[config.mk]
export PLATFORM = sky130hd
export DESIGN_NAME = vx_octet_mapper
export DESIGN_NICKNAME = d
export VERILOG_FILES = /design/src/rtl/vxm_pkg.sv /design/src/rtl/vxm_axis_split.sv /design/src/rtl/vxm_owner_index.sv /design/src/rtl/vxm_bank_assemble.sv /design/src/rtl/vx_octet_mapper.sv
export SDC_FILE = /design/constraint.sdc
export NUM_CORES = 1
export LEC_CHECK = 0
export ABC_AREA = 1
export BUFFER_PORTS_ARGS = -buffer_cell sky130_fd_sc_hd__buf_4
export CAP_MARGIN = 25
export CORE_ASPECT_RATIO = 0.6
export CORE_MARGIN = 2
export CORE_UTILIZATION = 45
export CTS_BUF_LIST = sky130_fd_sc_hd__clkbuf_4
export CTS_CLUSTER_SIZE = 40
export DETAILED_ROUTE_END_ITERATION = 16
export HOLD_SLACK_MARGIN = 0.03
export PLACE_DENSITY = 0.81
export SYNTH_ARGS = -nofsm -noshare
export SYNTH_HDL_FRONTEND = slang
export SYNTH_SLANG_ARGS = --single-unit
[constraint.sdc]
create_clock -name clk -period 2.5 [get_ports clk]
set_input_delay 0.5 -clock clk [delete_from_list [all_inputs] [get_ports clk]]
set_output_delay 0.5 -clock clk [all_outputs]
set_load 0.01 [all_outputs]
[src/rtl/vxm_pkg.sv]
package vxm_pkg;

   function automatic int unsigned vxm_log2(input int unsigned v);
      int unsigned r;
      r = 0;
      while ((1 << r) < v) r++;
      return r;
   endfunction

   function automatic bit vxm_is_pow2(input int unsigned v);
      return (v != 0) && ((v & (v - 1)) == 0);
   endfunction

   localparam int unsigned VXM_AXES  = 3;
   localparam int unsigned VXM_BANKS = 8;

endpackage

[src/rtl/vxm_axis_split.sv]
module vxm_axis_split #(
   parameter int unsigned CW  = 8,
   parameter int unsigned SCW = 4
) (
   input  logic [CW-1:0]      coord,
   output logic [CW-SCW-1:0]  sc,
   output logic [SCW-2:0]     sv,
   output logic               odd,
   output logic               at_far
);
   always_comb begin
      sc     = coord[CW-1:SCW];
      sv     = coord[SCW-1:1];
      odd    = coord[0];
      at_far = &coord[SCW-1:0];
   end
endmodule

[src/rtl/vxm_owner_index.sv]
module vxm_owner_index #(
   parameter int unsigned SCCW = 4,
   parameter int unsigned PW   = 4
) (
   input  logic [SCCW-1:0]        xs,
   input  logic [SCCW-1:0]        ys,
   input  logic [SCCW-1:0]        zs,
   input  logic [PW-1:0]          node,
   output logic                   owned,
   output logic [3*SCCW-PW-1:0]   lsn
);
   logic [SCCW+1:0]   sum;
   logic [3*SCCW-1:0] linear;

   always_comb begin
      sum    = {2'b00, xs} + {2'b00, ys} + {2'b00, zs};
      owned  = (sum[PW-1:0] == node);
      linear = {zs, ys, xs};
      lsn    = linear[3*SCCW-1:PW];
   end
endmodule

[src/rtl/vxm_bank_assemble.sv]
module vxm_bank_assemble #(
   parameter int unsigned LW   = 3,
   parameter int unsigned LSNW = 8,
   parameter int unsigned AW   = LSNW + 3*LW
) (
   input  logic [LSNW-1:0]       lsn,
   input  logic [2:0][LW-1:0]    sv_lo,
   input  logic [2:0][LW-1:0]    sv_hi,
   input  logic [2:0]            odd,
   output logic [7:0][AW-1:0]    addr,
   output logic [7:0][2:0]       slot
);
   for (genvar b = 0; b < 8; b++) begin : g_bank
      logic [2:0][LW-1:0] fld;
      for (genvar a = 0; a < 3; a++) begin : g_axis
         localparam bit PAR = ((b >> a) & 1) != 0;
         if (PAR) begin : g_par1
            assign fld[a]     = sv_lo[a];
            assign slot[b][a] = ~odd[a];
         end else begin : g_par0
            assign fld[a]     = odd[a] ? sv_hi[a] : sv_lo[a];
            assign slot[b][a] = odd[a];
         end
      end
      assign addr[b] = {lsn, fld[2], fld[1], fld[0]};
   end
endmodule

[src/rtl/vx_octet_mapper.sv]
module vx_octet_mapper #(
   parameter int unsigned VOL_EDGE = 256,
   parameter int unsigned NPROC    = 16,
   parameter int unsigned ILV      = 1,
   localparam int unsigned CW      = vxm_pkg::vxm_log2(VOL_EDGE),
   localparam int unsigned PW      = vxm_pkg::vxm_log2(NPROC),
   localparam int unsigned SC_EDGE = VOL_EDGE / (NPROC * ILV),
   localparam int unsigned SCW     = vxm_pkg::vxm_log2(SC_EDGE),
   localparam int unsigned SCCW    = CW - SCW,
   localparam int unsigned LW      = SCW - 1,
   localparam int unsigned LSNW    = 3*SCCW - PW,
   localparam int unsigned AW      = LSNW + 3*LW
) (
   input  logic                   clk,
   input  logic                   rst,
   input  logic                   in_vld,
   input  logic [CW-1:0]          base_x,
   input  logic [CW-1:0]          base_y,
   input  logic [CW-1:0]          base_z,
   input  logic [PW-1:0]          node_id,
   output logic                   out_vld,
   output logic                   out_err,
   output logic [7:0][AW-1:0]     bank_addr,
   output logic [7:0][2:0]        bank_slot
);
   if (!vxm_pkg::vxm_is_pow2(VOL_EDGE)) begin : g_bad_vol
      $error("VOL_EDGE must be a power of two");
   end
   if (!vxm_pkg::vxm_is_pow2(NPROC) || NPROC < 2) begin : g_bad_np
      $error("NPROC must be a power of two, at least 2");
   end
   if (!vxm_pkg::vxm_is_pow2(ILV)) begin : g_bad_ilv
      $error("ILV must be a power of two");
   end
   if (SC_EDGE < 4 || VOL_EDGE % (NPROC * ILV) != 0) begin : g_bad_sc
      $error("subcube edge must divide the volume and be at least 4");
   end

   // stage 1: per-axis split
   logic [2:0][CW-1:0]   coord;
   logic [2:0][SCCW-1:0] sc_c;
   logic [2:0][LW-1:0]   sv_c;
   logic [2:0]           odd_c, far_c;

   assign coord = {base_z, base_y, base_x};

   for (genvar a = 0; a < 3; a++) begin : g_split
      vxm_axis_split #(.CW(CW), .SCW(SCW)) u_split (
         .coord (coord[a]),
         .sc    (sc_c[a]),
         .sv    (sv_c[a]),
         .odd   (odd_c[a]),
         .at_far(far_c[a])
      );
   end

   logic                 s1_vld;
   logic [2:0][SCCW-1:0] s1_sc;
   logic [2:0][LW-1:0]   s1_sv;
   logic [2:0]           s1_odd, s1_far;
   logic [PW-1:0]        s1_node;

   always_ff @(posedge clk) begin
      if (rst) begin
         s1_vld <= 1'b0;
      end else begin
         s1_vld <= in_vld;
      end
      s1_sc   <= sc_c;
      s1_sv   <= sv_c;
      s1_odd  <= odd_c;
      s1_far  <= far_c;
      s1_node <= node_id;
   end

   // stage 2: ownership and local subcube number
   logic            owned_c;
   logic [LSNW-1:0] lsn_c;

   vxm_owner_index #(.SCCW(SCCW), .PW(PW)) u_owner (
      .xs   (s1_sc[0]),
      .ys   (s1_sc[1]),
      .zs   (s1_sc[2]),
      .node (s1_node),
      .owned(owned_c),
      .lsn  (lsn_c)
   );

   logic               s2_vld, s2_err;
   logic [LSNW-1:0]    s2_lsn;
   logic [2:0][LW-1:0] s2_lo, s2_hi;
   logic [2:0]         s2_odd;

   always_ff @(posedge clk) begin
      if (rst) begin
         s2_vld <= 1'b0;
         s2_err <= 1'b0;
      end else begin
         s2_vld <= s1_vld;
         s2_err <= s1_vld & (~owned_c | (|(s1_odd & s1_far)));
      end
      s2_lsn <= lsn_c;
      s2_lo  <= s1_sv;
      s2_odd <= s1_odd;
      for (int a = 0; a < 3; a++) begin
         s2_hi[a] <= s1_sv[a] + LW'(1);
      end
   end

   // stage 3: per-bank address assembly
   logic [7:0][AW-1:0] addr_c;
   logic [7:0][2:0]    slot_c;

   vxm_bank_assemble #(.LW(LW), .LSNW(LSNW), .AW(AW)) u_banks (
      .lsn  (s2_lsn),
      .sv_lo(s2_lo),
      .sv_hi(s2_hi),
      .odd  (s2_odd),
      .addr (addr_c),
      .slot (slot_c)
   );

   always_ff @(posedge clk) begin
      if (rst) begin
         out_vld <= 1'b0;
         out_err <= 1'b0;
      end else begin
         out_vld <= s2_vld;
         out_err <= s2_err;
      end
      bank_addr <= addr_c;
      bank_slot <= slot_c;
   end
endmodule

==> results of run 1 <==
==> cell type report <==
class | instances | area [um2] | share of cell area, %
Sequential cell | 97 | 1940 | 46.6
Timing Repair Buffer | 192 | 1440 | 34.6
Multi-Input combinational cell | 88 | 475 | 11.4
Tap cell | 104 | 130 | 3.12
Inverter | 20 | 75.1 | 1.80
Clock buffer | 9 | 67.6 | 1.62
Clock inverter | 7 | 37.5 | 0.900
==> registers in the layout, summed over array words and instances (netlist names) <==
name,flops
bank_addr,26
s1_sc,12
s1_sv,9
s2_hi,9
s2_lo,9
s2_lsn,8
bank_slot,6
s1_node,4
s1_far,3
s1_odd,3
s2_odd,3
out_err,1
out_vld,1
s1_vld,1
s2_err,1
s2_vld,1
==> cells in the mapped netlist <==
library cell / instances / area (um2)
buf_4: 128 / 961
dfxtp_1: 97 / 1940
nand2_1: 59 / 221
inv_1: 20 / 75.1
nor2_1: 9 / 33.8
fa_1: 4 / 80.1
ha_1: 4 / 50.1
nand3_1: 4 / 20.0
xor2_1: 4 / 35.0
xnor2_1: 2 / 17.5
a21oi_1: 1 / 5.00
nand4_2: 1 / 12.5
==> stage by stage <==
stage / worst slack, ns / cells / instance area [um2]
floorplan: 0.508 / 333 / 3450
global placement: 0.467 / 501 / 4060
detailed placement: 0.393 / 501 / 4060
CTS: 0.366 / 517 / 4170
global route: 0.222 / 517 / 4170
finish: 0.382 / 517 / 4170
==> layer usage <==
layer  share of wire [%]  vias up  track usage [%]
met5                   0        -                0
met4                 1.8        0             6.67
met3                 9.0       10             5.75
met2                  53       93             23.8
met1                  36      868             12.8
li1                    -     1027                -
==> layout by cell type, fill, tap and decap left out, drive strengths merged <==
cell        n
clkbuf      9
dfxtp      97
clkinv      6
clkinvlp    1
fa          4
xnor2       2
nand2      59
nor2        9
inv        20
nand4       1
a21oi       1
ha          4
buf       192
nand3       4
xor2        4
==> worst reg2reg max path: cells and delay by family, from the launching register on <==
kind	cells	cell delay, ns
adders and majority gates	3	1.08
DFF	1	0.35
and+or+nand+nor	7	0.45
buffers and inverters	2	0.14
==> worst min path at each step <==
stage	to	startpoint	slack, ns
final	s1_node[1]$_DFF_P_	node_id[1]	0.15
after global routing	s1_sc[4]$_DFF_P_	base_y[4]	0.1
after CTS	s1_node[1]$_DFF_P_	node_id[1]	0.11
after detailed placement	bank_addr[133]$_DFF_P_	s2_lsn[5]$_DFF_P_	0.31
after global placement	bank_addr[129]$_DFF_P_	s2_lsn[1]$_DFF_P_	0.31
after floorplan	bank_addr[128]$_DFF_P_	s2_lsn[0]$_DFF_P_	0.31
==> power by group <==
group	leakage (nW)	internal (W)	switching, W
Clock	0.0582	0.000193	0.000457
Sequential	0.816	0.00164	0.0000674
Combinational	1.31	0.000259	0.000204
Total	2.18	0.00209	0.000729
==> cell families (layout without fill, tap and decap cells) <==
group | Yosys count | after routing
AO/OA/AOI/OAI | 1 | 1
XOR/XNOR | 6 | 6
adder cells (fa/ha/maj) | 8 | 8
buffers and inverters | 148 | 228
flip-flops | 97 | 97
AND/OR/NAND/NOR | 73 | 73
==> summary.txt, run 1 <==
status -> completed
via count -> 1998
cts hold-fix bufs -> 0
share of cells above drive strength 1 -> 49.9%
first-pass GRT wire length -> 8.05 mm
core area -> 0.00736 mm2
# DRC -> 0
cells after synthesis -> 333
crit path launch type -> flip-flop
post-synthesis cell type count -> 12
Simple-Gate Fraction of Synth Area -> 8.33%
clock net sink count -> 97
remaining global-route overflow -> 0
Hold Slack -> 0.151 ns
Synth Register Bits -> 97
Worst R2R End -> s2_err$_SDFF_PP0_
worst path arrival time -> 2.47 ns
FMAX -> 472 MHz
Post-Syn Area -> 0.00345 mm2
drt total wl -> 5.67 mm
WP data required -> 2.85 ns
clock latency on the worst-skew pair -> 0.44 ns
WP buf/inv -> 2
syn nets -> 372
slew margin rel. -> 82.2%
Post-Synth XOR/XNOR Area -> 1.52%
Die X -> 117 um
Post-CTS Repair Setup Buffers -> 0
LEAKAGE -> 2.18 nW
CP Capture Type -> flip-flop
Worst Hold Class -> in -> reg
crit-path max FO -> 3
multiplexer share of the synthesized area -> 0%
Via density -> 3.86
setup TNS -> 0 ns
PwrDens -> 676 mW/mm2
compound-cell area share of the yosys netlist -> 0.145%
DP HPWL -> 4.63 mm
Die ar. -> 0.00841 mm2
post-synthesis adder-cell area fraction -> 3.77%
CP Capture Point -> s2_err$_SDFF_PP0_
H-Tree Depth -> 3
number of cells on the worst reg-to-reg path -> 12
Max Cap Viol -> 0
Final Total Pwr -> 0.00282 W
Worst Tran Pin Value -> 0.267 ns
TritonCTS clock tree -> done
largest net degree at the start of global routing -> 16
antenna violations before repair -> 0
main combinational cell family by area after synthesis -> buffers and inverters
number of nets in the layout -> 447
antenna-violating nets left -> 0
Hold Fails Final Rpt -> 0
CP cell instances -> fa_1 > ha_1 > inv_1 > fa_1 > inv_1 > nand2_1 > nand3_1 > nand2_1 > nand2_1 > nand2_1 > nor2_1 > nor2_1
Worst Clk Skew -> 0.0158 ns
Seq/Total Area, Yosys -> 56.2%
Tcrit/Tclk final -> 84.7%
Initial Utilization -> 46.9%
Resized cells post-CTS -> 0
Area Overhead vs Synth -> 20.7%
CTS max path bufs -> 2
IO Port Bufs -> 192
CP Launch Point -> s1_sc[1]$_DFF_P_
CP dominant cell by count -> nand2_1
RSZ-0062 raised after global routing -> false
DIE HEIGHT -> 71.9 um
peak supply drop -> 0.000432 V
Slowest-stage cell, CP -> fa_1
clock root cell -> clkbuf_4
WHS Path Cells -> 1
via count of the first global-routing pass -> 1761
Core Util, Final -> 56.7%
Final setup viols -> 0
max-slew violation count -> 0
All-Layer GR Usage -> 13.2%
Starting DRT DRC Count -> 52
critical path class -> reg -> reg
average routed wire per standard cell -> 11.0 um
Ys Warns -> 0
Worst-path clk slew -> 0.13 ns
Period minus WS final -> 2.12 ns
First-pass DRT Iterations -> 5
crit-path max cell delay -> 0.54 ns
Final Wtd Congestion -> 0.715
Fillers -> 628
Antenna Diode Count -> 0
Worst path depth -> 12
Num CTS Buffers -> 9
Crit path max-delay family -> adder cells
num ports -> 193
Mapped Avg Cell Area -> 10.4 um2
worst r2r src -> s1_sc[1]$_DFF_P_
Worst R2R Setup Slack -> 0.38 ns
Site Rows -> 24
(Power assumes the default switching activity.)
==> run 2, diff against run 1 <==
clock period = 2.16 ns   (was 2.5 ns; I/O delays follow)
==> summary.txt, run 2 (synthesized netlist as in run 1, its figures left out) <==
Final Total Pwr -> 0.00327 W
Worst Tran Pin Value -> 0.267 ns
Tcrit/Tclk final -> 99.0%
max FFs per register -> 26
All-Layer GR Usage -> 13.2%
Site Rows -> 24
Die ar. -> 0.00841 mm2
critical path class -> reg -> reg
DP Area -> 0.00406 mm2
slew margin rel. -> 82.2%
Via density -> 3.87
antenna-violating nets left -> 0
register area -> 0.00194 mm2
largest net degree at the start of global routing -> 16
LEAKAGE -> 2.18 nW
# DRC -> 0
Area Overhead vs Synth -> 21.2%
highest-count cells in the layout ignoring fill and taps -> buf_4 (192), dfxtp_1 (95), nand2_1 (59)
first-pass GRT wire length -> 8.05 mm
FMAX -> 467 MHz
Worst-path clk slew -> 0.13 ns
num ports -> 193
Hold Fails Final Rpt -> 0
Initial Utilization -> 46.9%
via count of the first global-routing pass -> 1761
DP HPWL -> 4.63 mm
Period minus WS final -> 2.14 ns
Worst Clk Skew -> 0.0162 ns
area of the multi-input gates -> 480 um2
crit path launch type -> flip-flop
CTS max path bufs -> 2
Sw Share -> 25.9%
number of nets in the layout -> 448
crit-path max cell delay -> 0.54 ns
Num CTS Buffers -> 9
sequential share of power -> 60.4%
Worst Hold Class -> in -> reg
core area -> 0.00736 mm2
RSZ-0062 raised after global routing -> true
Switching Power -> 0.000845 W
PwrDens -> 781 mW/mm2
average routed wire per standard cell -> 10.9 um
remaining global-route overflow -> 0
CP Capture Type -> flip-flop
Biggest register -> bank_addr
Final setup viols -> 0
Fillers -> 627
WP data required -> 2.51 ns
Die X -> 117 um
share of cells above drive strength 1 -> 51.2%
worst path arrival time -> 2.49 ns
max-slew violation count -> 0
Starting DRT DRC Count -> 59
Regs by FF count -> bank_addr x26, s1_sc x12
clock net sink count -> 97
Final Wtd Congestion -> 0.715
Combinational Power Share -> 16.6%
clock latency on the worst-skew pair -> 0.44 ns
CP cell instances -> fa_1 > ha_2 > inv_2 > fa_2 > xor2_1 > nand4_2 > nor2_1 > nor2_1
First-pass DRT Iterations -> 4
clock root cell -> clkbuf_4
clock share of power -> 23.0%
final instance area -> 0.00419 mm2
CP dominant cell by count -> nor2_1
IO Port Bufs -> 192
antenna violations before repair -> 0
H-Tree Depth -> 3
Antenna Diode Count -> 0
Internal Power -> 0.00242 W
TritonCTS clock tree -> done
Slowest-stage cell, CP -> fa_1
crit-path max FO -> 2
peak supply drop -> 0.000500 V
DIE HEIGHT -> 71.9 um
drt total wl -> 5.67 mm
via count -> 2005
status -> completed
commonest non-fill, non-tap cell in the layout -> buf_4
Max Cap Viol -> 0
## run 2: routing by layer
metal | vias to the layer above | track usage [%] | share of wire (%)
li1 | 1029 | - | -
met5 | - | 0 | 0
met3 | 10 | 5.75 | 9.0
met4 | 0 | 6.67 | 1.8
met2 | 93 | 23.8 | 53
met1 | 873 | 12.8 | 36
## run 2: path summary, 6_finish.rpt
kind                           from                      to  slack [ns]  cells past startpoint
setup / recovery   s1_sc[5]$_DFF_P_       s2_err$_SDFF_PP0_        0.02                      8
setup reg to reg   s1_sc[5]$_DFF_P_       s2_err$_SDFF_PP0_        0.02                      8
hold / removal           node_id[1]      s1_node[1]$_DFF_P_        0.08                      1
hold reg to reg   s2_lsn[6]$_DFF_P_  bank_addr[134]$_DFF_P_        0.34                      0
## run 2: timing repair
action	CTS	global route
endpoints found under the hold margin	0	1
setup buffers	0	0
endpoints found under the setup margin	0	1
gates resized for setup	0	6
hold buffers	0	1
## run 2: layout make-up
type,instances,share of cell area [%]
tap,104,3.11
inverter,20,1.79
sequential,97,46.4
multi-input combinational,88,11.5
clock inverter,7,0.897
timing repair buffer,193,34.7
clock buffer,9,1.61
## run 2: critical path: cells and delay by family (launching register included)
family	cells	cell delay, ns
fa+ha+maj	3	1.23
flops	1	0.35
simple gates	3	0.27
xor+xnor	1	0.17
buf+inv	1	0.04
## run 2: power by group through the flow
stage	sequential, W	combinational, W	clock (W)
4_1_cts	0.00198	0.000544	0.000795
2_1_floorplan	0.00202	0.000378	0
3_3_place_gp	0.00201	0.000529	0
5_1_grt	0.00199	0.000590	0.000867
6_report	0.00197	0.000541	0.000752
3_5_place_dp	0.00202	0.000543	0
## run 2: stage by stage
step                setup TNS [ns]  instances  hold WS (ns)  setup slack [ns]  util (%)
floorplan                        0        333         0.310             0.168         -
global placement                 0        501         0.315             0.127      55.2
detailed placement               0        501         0.313            0.0532      55.2
CTS                              0        517        0.0415            0.0262      56.7
global route               -0.0703        518        0.0311           -0.0703      56.9
finish                           0        518        0.0826            0.0208      56.9
==> run 3, diff against run 2 <==
CORE_ASPECT_RATIO = 1.75   (was 0.6)
==> summary.txt, run 3 (synthesized netlist as in run 1, its figures left out) <==
H-Tree Depth -> 3
worst path arrival time -> 2.42 ns
Final setup viols -> 0
First-pass DRT Iterations -> 4
Die ar. -> 0.00842 mm2
FMAX -> 478 MHz
number of nets in the layout -> 447
max-slew violation count -> 0
average routed wire per standard cell -> 11.4 um
register area -> 0.00194 mm2
worst r2r src -> s1_sc[1]$_DFF_P_
clock latency on the worst-skew pair -> 0.41 ns
DP Area -> 0.00404 mm2
commonest non-fill, non-tap cell in the layout -> buf_4
antenna-violating nets left -> 0
Worst Clk Skew -> 0.0111 ns
core area -> 0.00751 mm2
Num CTS Buffers -> 9
antenna violations before repair -> 0
CP Capture Type -> flip-flop
Final Wtd Congestion -> 0.687
Core Util, Final -> 55.4%
Starting DRT DRC Count -> 63
clock net sink count -> 97
top routing layer in use -> met4
CTS max path bufs -> 2
Hold Slack -> 0.108 ns
area of the multi-input gates -> 485 um2
DP HPWL -> 4.62 mm
Biggest register -> bank_addr
Via density -> 4.10
peak supply drop -> 0.000550 V
RSZ-0062 raised after global routing -> true
Antenna Diode Count -> 0
num ports -> 193
via count -> 2053
Worst Tran Pin Value -> 0.272 ns
wire length on met3 -> 572 um
max FFs per register -> 26
Regs by FF count -> bank_addr x26, s1_sc x12
remaining global-route overflow -> 0
Worst Hold Class -> in -> reg
Hold Fails Final Rpt -> 0
Die X -> 70.2 um
status -> completed
Max Cap Viol -> 0
WP data required -> 2.49 ns
IO Port Bufs -> 192
LEAKAGE -> 2.18 nW
clock root cell -> clkbuf_4
share of cells above drive strength 1 -> 50.8%
All-Layer GR Usage -> 13.6%
Final WS setup -> 0.0693 ns
met2 WL -> 3.21 mm
PwrDens -> 791 mW/mm2
cts hold-fix bufs -> 0
Area Overhead vs Synth -> 20.6%
TritonCTS clock tree -> done
slew margin rel. -> 81.9%
Worst-path clk slew -> 0.13 ns
DIE HEIGHT -> 120 um
CP Launch Point -> s1_sc[1]$_DFF_P_
first-pass GRT wire length -> 8.75 mm
final instance area -> 0.00417 mm2
largest net degree at the start of global routing -> 16
drt total wl -> 5.72 mm
Tcrit/Tclk final -> 96.8%
Post-CTS Repair Setup Buffers -> 0
crit path launch type -> flip-flop
crit-path max FO -> 1
highest-count cells in the layout ignoring fill and taps -> buf_4 (192), dfxtp_1 (96), nand2_1 (59)
Initial Utilization -> 46.0%
Post-Place Worst Slack -> 0.0795 ns
hold path start -> base_z[6]
# DRC -> 0
Fillers -> 666
Period minus WS final -> 2.09 ns
Site Rows -> 42
critical path class -> reg -> reg
M1 WL -> 1.83 mm
via count of the first global-routing pass -> 1889
==> run 3: final cells by class <==
| cell class | count | area share (%) |
|---|---|---|
| flip-flops and latches | 97 | 46.7 |
| repair buffers | 192 | 34.6 |
| multi-input cells | 88 | 11.7 |
| well taps | 88 | 2.64 |
| clock buffers | 10 | 1.80 |
| inverters | 20 | 1.80 |
| clock inverters | 6 | 0.841 |
==> run 3: final timing paths <==
path | end | slack [ns] | cells after the start
setup / recovery | s2_err$_SDFF_PP0_ | 0.07 | 8
hold / removal | s1_sc[10]$_DFF_P_ | 0.11 | 1
setup reg to reg | s2_err$_SDFF_PP0_ | 0.07 | 8
hold reg to reg | bank_addr[129]$_DFF_P_ | 0.34 | 0
==> run 3: per-stage QoR <==
| step | total power [W] | std cells | setup TNS, ns |
|---|---|---|---|
| finish | 0.00329 | 501 | 0 |
| floorplan | 0.00240 | 333 | 0 |
| global placement | 0.00254 | 485 | 0 |
| global route | 0.00347 | 501 | -0.0688 |
| CTS | 0.00333 | 501 | 0 |
| detailed placement | 0.00256 | 485 | 0 |
==> run 3: layer usage <==
| metal | track usage [%] | vias to the layer above |
|---|---|---|
| met4 | 6.85 | 0 |
| met2 | 24.5 | 115 |
| met3 | 5.63 | 9 |
| met1 | 12.8 | 908 |
| met5 | 0 | - |
| li1 | - | 1021 |
==> run 3: worst max-delay path, cell delays in order (launching register included) <==
cell and delay, ns:
dfxtp_2 0.35, fa_1 0.53, ha_1 0.15, inv_1 0.05, fa_2 0.54, xor2_2 0.14, nand4_2 0.11, nor2_1 0.11
nor2_1 0.04
==> run 3: repair_timing <==
| item | 4_1_cts | 5_1_grt |
|---|---|---|
| gates resized for setup | 0 | 3 |
| hold endpoints to repair | 0 | 0 |
| endpoints found under the setup margin | 0 | 1 |
==> run 3: report_power, final <==
group          internal (W)  total [W]  switching, W
Clock              0.000240   0.000775      0.000535
Sequential          0.00190    0.00198     0.0000811
Combinational      0.000303   0.000541      0.000238
Total               0.00244    0.00329      0.000854
